[src/rtl/gcrst_pkg.sv]
package gcrst_pkg;

    localparam int BYTE_W = 8;

    localparam logic [BYTE_W-1:0] GC_ADDR_BYTE = 8'h00;
    localparam logic [BYTE_W-1:0] GC_RESET_CMD = 8'h06;

    typedef enum logic [2:0] {
        PH_IDLE,
        PH_ADDR,
        PH_CMD,
        PH_ARMED,
        PH_SKIP
    } gc_phase_e;

endpackage

[src/rtl/gcrst_bus_sync.sv]
module gcrst_bus_sync #(
    parameter int STAGES = 2
) (
    input  logic clk,
    input  logic rst_n,
    input  logic scl_i,
    input  logic sda_i,
    output logic scl_s,
    output logic sda_s,
    output logic scl_rise,
    output logic scl_fall,
    output logic start_det,
    output logic stop_det
);

    typedef struct packed {
        logic [STAGES-1:0] scl_pipe;
        logic [STAGES-1:0] sda_pipe;
        logic              scl_prev;
        logic              sda_prev;
    } sync_t;

    sync_t q, d;

    always_comb begin
        d          = q;
        d.scl_pipe = {q.scl_pipe[STAGES-2:0], scl_i};
        d.sda_pipe = {q.sda_pipe[STAGES-2:0], sda_i};
        d.scl_prev = q.scl_pipe[STAGES-1];
        d.sda_prev = q.sda_pipe[STAGES-1];
    end

    always_ff @(posedge clk or negedge rst_n) begin
        if (!rst_n) begin
            q <= '1;
        end else begin
            q <= d;
        end
    end

    assign scl_s     = q.scl_pipe[STAGES-1];
    assign sda_s     = q.sda_pipe[STAGES-1];
    assign scl_rise  = scl_s & ~q.scl_prev;
    assign scl_fall  = ~scl_s & q.scl_prev;
    assign start_det = scl_s & q.scl_prev & q.sda_prev & ~sda_s;
    assign stop_det  = scl_s & q.scl_prev & ~q.sda_prev & sda_s;

endmodule

[src/rtl/gcrst_byte_rx.sv]
module gcrst_byte_rx #(
    parameter int BYTE_W = 8
) (
    input  logic              clk,
    input  logic              rst_n,
    input  logic              scl_rise,
    input  logic              scl_fall,
    input  logic              sda_s,
    input  logic              start_det,
    input  logic              stop_det,
    input  logic              clr,
    input  logic              ack_req,
    output logic              byte_done,
    output logic [BYTE_W-1:0] byte_val,
    output logic              sda_oe
);

    localparam int CNT_W = $clog2(BYTE_W + 2);
    localparam logic [CNT_W-1:0] LAST_BIT = CNT_W'(BYTE_W - 1);
    localparam logic [CNT_W-1:0] ACK_SLOT = CNT_W'(BYTE_W);
    localparam logic [CNT_W-1:0] ACK_DONE = CNT_W'(BYTE_W + 1);

    typedef struct packed {
        logic              active;
        logic [CNT_W-1:0]  cnt;
        logic [BYTE_W-1:0] shreg;
        logic              oe;
    } rx_t;

    rx_t q, d;

    assign byte_done = q.active & scl_rise & (q.cnt == LAST_BIT);
    assign byte_val  = {q.shreg[BYTE_W-2:0], sda_s};
    assign sda_oe    = q.oe;

    always_comb begin
        d = q;
        if (start_det) begin
            d.active = 1'b1;
            d.cnt    = '0;
            d.oe     = 1'b0;
        end else if (stop_det || clr) begin
            d.active = 1'b0;
            d.cnt    = '0;
            d.oe     = 1'b0;
        end else if (q.active) begin
            if (scl_rise) begin
                if (q.cnt < ACK_SLOT) begin
                    d.shreg = {q.shreg[BYTE_W-2:0], sda_s};
                    d.cnt   = q.cnt + CNT_W'(1);
                end else if (q.cnt == ACK_SLOT) begin
                    d.cnt = ACK_DONE;
                end
            end else if (scl_fall) begin
                if (q.cnt == ACK_SLOT) begin
                    d.oe = ack_req;
                end else if (q.cnt == ACK_DONE) begin
                    d.oe  = 1'b0;
                    d.cnt = '0;
                end
            end
        end
    end

    always_ff @(posedge clk or negedge rst_n) begin
        if (!rst_n) begin
            q <= '0;
        end else begin
            q <= d;
        end
    end

endmodule

[src/rtl/gcrst_ctrl.sv]
module gcrst_ctrl
    import gcrst_pkg::*;
#(
    parameter int BW = BYTE_W
) (
    input  logic          clk,
    input  logic          rst_n,
    input  logic          start_det,
    input  logic          stop_det,
    input  logic          byte_done,
    input  logic [BW-1:0] byte_val,
    output logic          ack_req,
    output logic          swrst_pulse
);

    typedef struct packed {
        gc_phase_e phase;
        logic      ack;
        logic      pulse;
    } ctrl_t;

    ctrl_t q, d;

    assign ack_req     = q.ack;
    assign swrst_pulse = q.pulse;

    always_comb begin
        d       = q;
        d.pulse = 1'b0;
        if (start_det) begin
            d.phase = PH_ADDR;
            d.ack   = 1'b0;
        end else if (stop_det) begin
            d.pulse = (q.phase == PH_ARMED);
            d.phase = PH_IDLE;
            d.ack   = 1'b0;
        end else if (q.pulse) begin
            d.phase = PH_IDLE;
            d.ack   = 1'b0;
        end else if (byte_done) begin
            case (q.phase)
                PH_ADDR: begin
                    if (byte_val == BW'(GC_ADDR_BYTE)) begin
                        d.ack   = 1'b1;
                        d.phase = PH_CMD;
                    end else begin
                        d.ack   = 1'b0;
                        d.phase = PH_SKIP;
                    end
                end
                PH_CMD: begin
                    if (byte_val == BW'(GC_RESET_CMD)) begin
                        d.ack   = 1'b1;
                        d.phase = PH_ARMED;
                    end else begin
                        d.ack   = 1'b0;
                        d.phase = PH_SKIP;
                    end
                end
                PH_ARMED: begin
                    d.ack   = 1'b0;
                    d.phase = PH_SKIP;
                end
                default: begin
                    d.ack = 1'b0;
                end
            endcase
        end
    end

    always_ff @(posedge clk or negedge rst_n) begin
        if (!rst_n) begin
            q.phase <= PH_IDLE;
            q.ack   <= 1'b0;
            q.pulse <= 1'b0;
        end else begin
            q <= d;
        end
    end

endmodule

[src/rtl/swrst_watch.sv]
module swrst_watch
    import gcrst_pkg::*;
#(
    parameter int SYNC_STAGES = 2
) (
    input  logic clk,
    input  logic hw_rst_n,
    input  logic scl_i,
    input  logic sda_i,
    output logic sda_oe,
    output logic swrst_pulse
);

    logic              scl_s_w;
    logic              sda_s_w;
    logic              scl_rise_w;
    logic              scl_fall_w;
    logic              start_w;
    logic              stop_w;
    logic              byte_done_w;
    logic [BYTE_W-1:0] byte_val_w;
    logic              ack_req_w;

    gcrst_bus_sync #(
        .STAGES(SYNC_STAGES)
    ) u_sync (
        .clk      (clk),
        .rst_n    (hw_rst_n),
        .scl_i    (scl_i),
        .sda_i    (sda_i),
        .scl_s    (scl_s_w),
        .sda_s    (sda_s_w),
        .scl_rise (scl_rise_w),
        .scl_fall (scl_fall_w),
        .start_det(start_w),
        .stop_det (stop_w)
    );

    gcrst_byte_rx #(
        .BYTE_W(BYTE_W)
    ) u_rx (
        .clk      (clk),
        .rst_n    (hw_rst_n),
        .scl_rise (scl_rise_w),
        .scl_fall (scl_fall_w),
        .sda_s    (sda_s_w),
        .start_det(start_w),
        .stop_det (stop_w),
        .clr      (swrst_pulse),
        .ack_req  (ack_req_w),
        .byte_done(byte_done_w),
        .byte_val (byte_val_w),
        .sda_oe   (sda_oe)
    );

    gcrst_ctrl #(
        .BW(BYTE_W)
    ) u_ctrl (
        .clk        (clk),
        .rst_n      (hw_rst_n),
        .start_det  (start_w),
        .stop_det   (stop_w),
        .byte_done  (byte_done_w),
        .byte_val   (byte_val_w),
        .ack_req    (ack_req_w),
        .swrst_pulse(swrst_pulse)
    );

endmodule

[config.mk]
export PLATFORM = sky130hd
export DESIGN_NAME = swrst_watch
export DESIGN_NICKNAME = d
export VERILOG_FILES = /design/src/rtl/gcrst_pkg.sv /design/src/rtl/gcrst_bus_sync.sv /design/src/rtl/gcrst_byte_rx.sv /design/src/rtl/gcrst_ctrl.sv /design/src/rtl/swrst_watch.sv
export SDC_FILE = /design/constraint.sdc
export NUM_CORES = 1
export LEC_CHECK = 0
export BUFFER_PORTS_ARGS = -buffer_cell sky130_fd_sc_hd__buf_2
export CORE_MARGIN = 2
export CORE_UTILIZATION = 35
export CTS_CLUSTER_SIZE = 10
export DETAILED_ROUTE_END_ITERATION = 12
export GPL_TIMING_DRIVEN = 0
export HOLD_SLACK_MARGIN = 0.08
export SLEW_MARGIN = 20
export SYNTH_ARGS = -nofsm -noshare
export SYNTH_HDL_FRONTEND = slang
export SYNTH_SLANG_ARGS = --single-unit
export TNS_END_PERCENT = 50
[constraint.sdc]
create_clock -name clk -period 4.1 [get_ports clk]
set_input_delay 0 -clock clk [delete_from_list [all_inputs] [get_ports clk]]
set_output_delay 0 -clock clk [all_outputs]
set_load 0.02 [all_outputs]
==> results.md <==
* Status: completed
* Crit-path max FO at 9
* Final Slew Violations at 0
* Diodes inserted at 0
* Worst hold slack at 186 ps
* CTS Sinks at 24
* Simple-gate portion of the synthesized area at 20.1%
* Peak supply drop at 0.000238 V
* IO buf count at 5
* Setup Skew at 1.88 ps
* Vias per inst at 5.12
* Compound-Gate Fraction of Synth Area at 12.3%
* Power Density at 445 nW/um2
* Post-synth cell types at 32
* Fin crit share at 43.8%
* Synth warn at 0
* Cell count after synthesis at 105
* Inst Count DP at 154
* Post-synthesis sequential area ratio at 53.3%
* Antenna violations before repair at 0
* # rows at 20
* CTS tree: yes
* Clock transition at the registers of the reported paths at 120 ps
* Critical Path AT at 2030 ps
* I/O pins at 6
* Avg WL per Cell at 12.4 um
* RD Place Congestion at 0.804
* Core box area at 3080 um2
* Tot GR Track Use at 13.2%
* Most frequent cells in the layout: dfrtp_1 (18), nand2_1 (12), nor2_1 (10)
* Most common cell after layout, fill and taps aside: dfrtp_1
* Via count at 824
* Tightest Hold Check Type: input pin to async pin
* Final nets at 125
* Synth Area in Adders at 3.29%
* Clk root buf: clkbuf_4
* Grt ovf at 0
* Vias in the first global route at 850
* TritonCTS Buffers at 3
* CP endpoint kind: flop
* DR pass1 iterations at 4
* P_leak at 0.552 nW
* Mux cell area share after synthesis at 7.79%
* Fmax at 557 MHz
* Final min period at 1800 ps
* Final WL at 2000 um
* Setup-failing EPs final at 0
* Worst-margin pin slew at 520 ps
* Synthesis-to-layout area growth at 12.8%
* Largest net degree at the start of global routing at 25
* Hpwl dp at 1440 um
* Worst slew margin at 65.3%
* Max-Cap Viols at 0
* Worst setup path category: flop to flop
* Largest cells by area after synthesis: dfrtp_1 (40%), dfstp_2 (14%), mux2_2 (6.9%)
* Setup Fix Bufs, Post-CTS at 0
* Proportion of layout cells with a drive suffix above 1 at 22.2%
* Clk_lat worst skew at 300 ps
* Critical Path RT at 4340 ps
* First-pass GRT wire length at 3600 um
* Syn Area/Cell at 10.9 um2
* Setup TNS at 0 ps
* Final std cells w/o fill at 161
* Maximum buffer depth of the clock tree at 2
* Hold Violations, Final at 0
* Post-synthesis xor/xnor area fraction at 0.768%
* Mapped Area at 1140 um2
* Main combinational cell family by area after synthesis: simple AND/OR/NAND/NOR gates
* RSZ-0062 raised after global routing: no
* Final antenna-violating net count at 0
* Leading area contributor after synthesis: dfrtp_1
* Seq cells post-synth at 24
* Syn Nets at 112
* Critical path startpoint category: flop
* DRT iter0 DRCs at 11
* Yosys top cell area share at 39.5%
* Die width at 61.1 um
* CTS H-tree depth at 1
* Die area at 3730 um2
* FILL cells at 305
* Die height at 61.1 um
* DRC at 0
* Starting Density at 37.0%
* Total power at 0.000572 W
## sequential cells by signal (all words and copies together), names as in the netlist
name,flops
u_sync.sda_s,1
u_ctrl.swrst_pulse,1
u_ctrl.q,3
u_rx.byte_val,7
u_sync.q,2
u_sync.d,2
u_rx.q,5
u_ctrl.ack_req,1
u_rx.sda_oe,1
u_sync.scl_s,1
## per-layer routing
layer / GRT usage, % / up-vias / part of all wire [%]
met5: 0 / - / 0
li1: - / 406 / -
met3: 2.52 / 2 / 1.6
met4: 6.52 / 0 / 0.95
met2: 22.0 / 7 / 49
met1: 16.4 / 409 / 48
## layout make-up
type,count,area (um2),area share (%)
flip-flops and latches,24,608,47.3
multi-input cells,75,504,39.2
repair buffers,8,55.1,4.28
well taps,44,55.1,4.28
clock buffers,4,36.3,2.82
inverters,4,15.0,1.17
plain buffers,2,12.5,0.973
## Yosys cell counts, drive strengths merged
| cell type | number |
|---|---|
| nand2b | 4 |
| nor2 | 10 |
| nand3 | 2 |
| and3b | 1 |
| a21oi | 4 |
| nand3b | 1 |
| mux2i | 1 |
| a211o | 2 |
| o41ai | 2 |
| nor4b | 1 |
| o221a | 1 |
| a31oi | 2 |
| xor2 | 1 |
| and4bb | 1 |
| o22a | 1 |
| o31ai | 2 |
| or4 | 3 |
| nor3 | 1 |
| inv | 4 |
| nor2b | 3 |
| a31o | 1 |
| ha | 3 |
| mux2 | 7 |
| dfrtp | 18 |
| a41oi | 1 |
| dfstp | 6 |
| nand4b | 1 |
| nor4 | 3 |
| o21ai | 4 |
| nand2 | 12 |
| buf | 2 |
## worst max-delay path: stages (launching register included)
cell	delay, ps
dfstp_2	550
buf_4	150
and4bb_1	250
nand3_1	110
or4_1	520
a21oi_1	160
## where the power goes
group	switching (W)	internal, W	total [W]
logic	0.0000581	0.0000652	0.000123
registers	0.0000427	0.000285	0.000328
clock network	0.0000671	0.0000542	0.000121
## through the flow
step                      worst slack [ps]  cell area (um2)  util [%]
after floorplan                       2460             1140         -
after global placement                2340             1220      39.6
after detailed placement              2340             1220      39.6
after CTS                             2300             1290      41.8
after global routing                  2180             1290      41.8
final                                 2300             1290      41.8
## what timing repair did
item / 4_1_cts / 5_1_grt
hold buffers: 3 / 0
resized for setup: 0 / 0
hold endpoints to repair: 26 / 0
## final timing paths
check	start	to	slack, ps	cells past startpoint
min reg2reg	u_sync.d[3]	u_sync.sda_s	360	0
max reg2reg	u_sync.scl_s	u_ctrl.ack_req	2300	5
max	u_sync.scl_s	u_ctrl.ack_req	2300	5
max in group asynchronous	hw_rst_n	u_sync.q[0]	3550	2
min in group clk	scl_i	u_sync.d[5]	320	2
min	hw_rst_n	u_rx.q[10]	190	2
## cells by family (layout without fill, tap and decap cells)
kind of cell / count (synthesis) / after routing
compound gates: 20 / 20
xor+xnor: 1 / 1
fa+ha+maj: 3 / 3
buf+inv: 6 / 18
flops: 24 / 24
mux: 8 / 8
simple gates: 43 / 43
No activity file was read; power rests on OpenSTA's default activity.
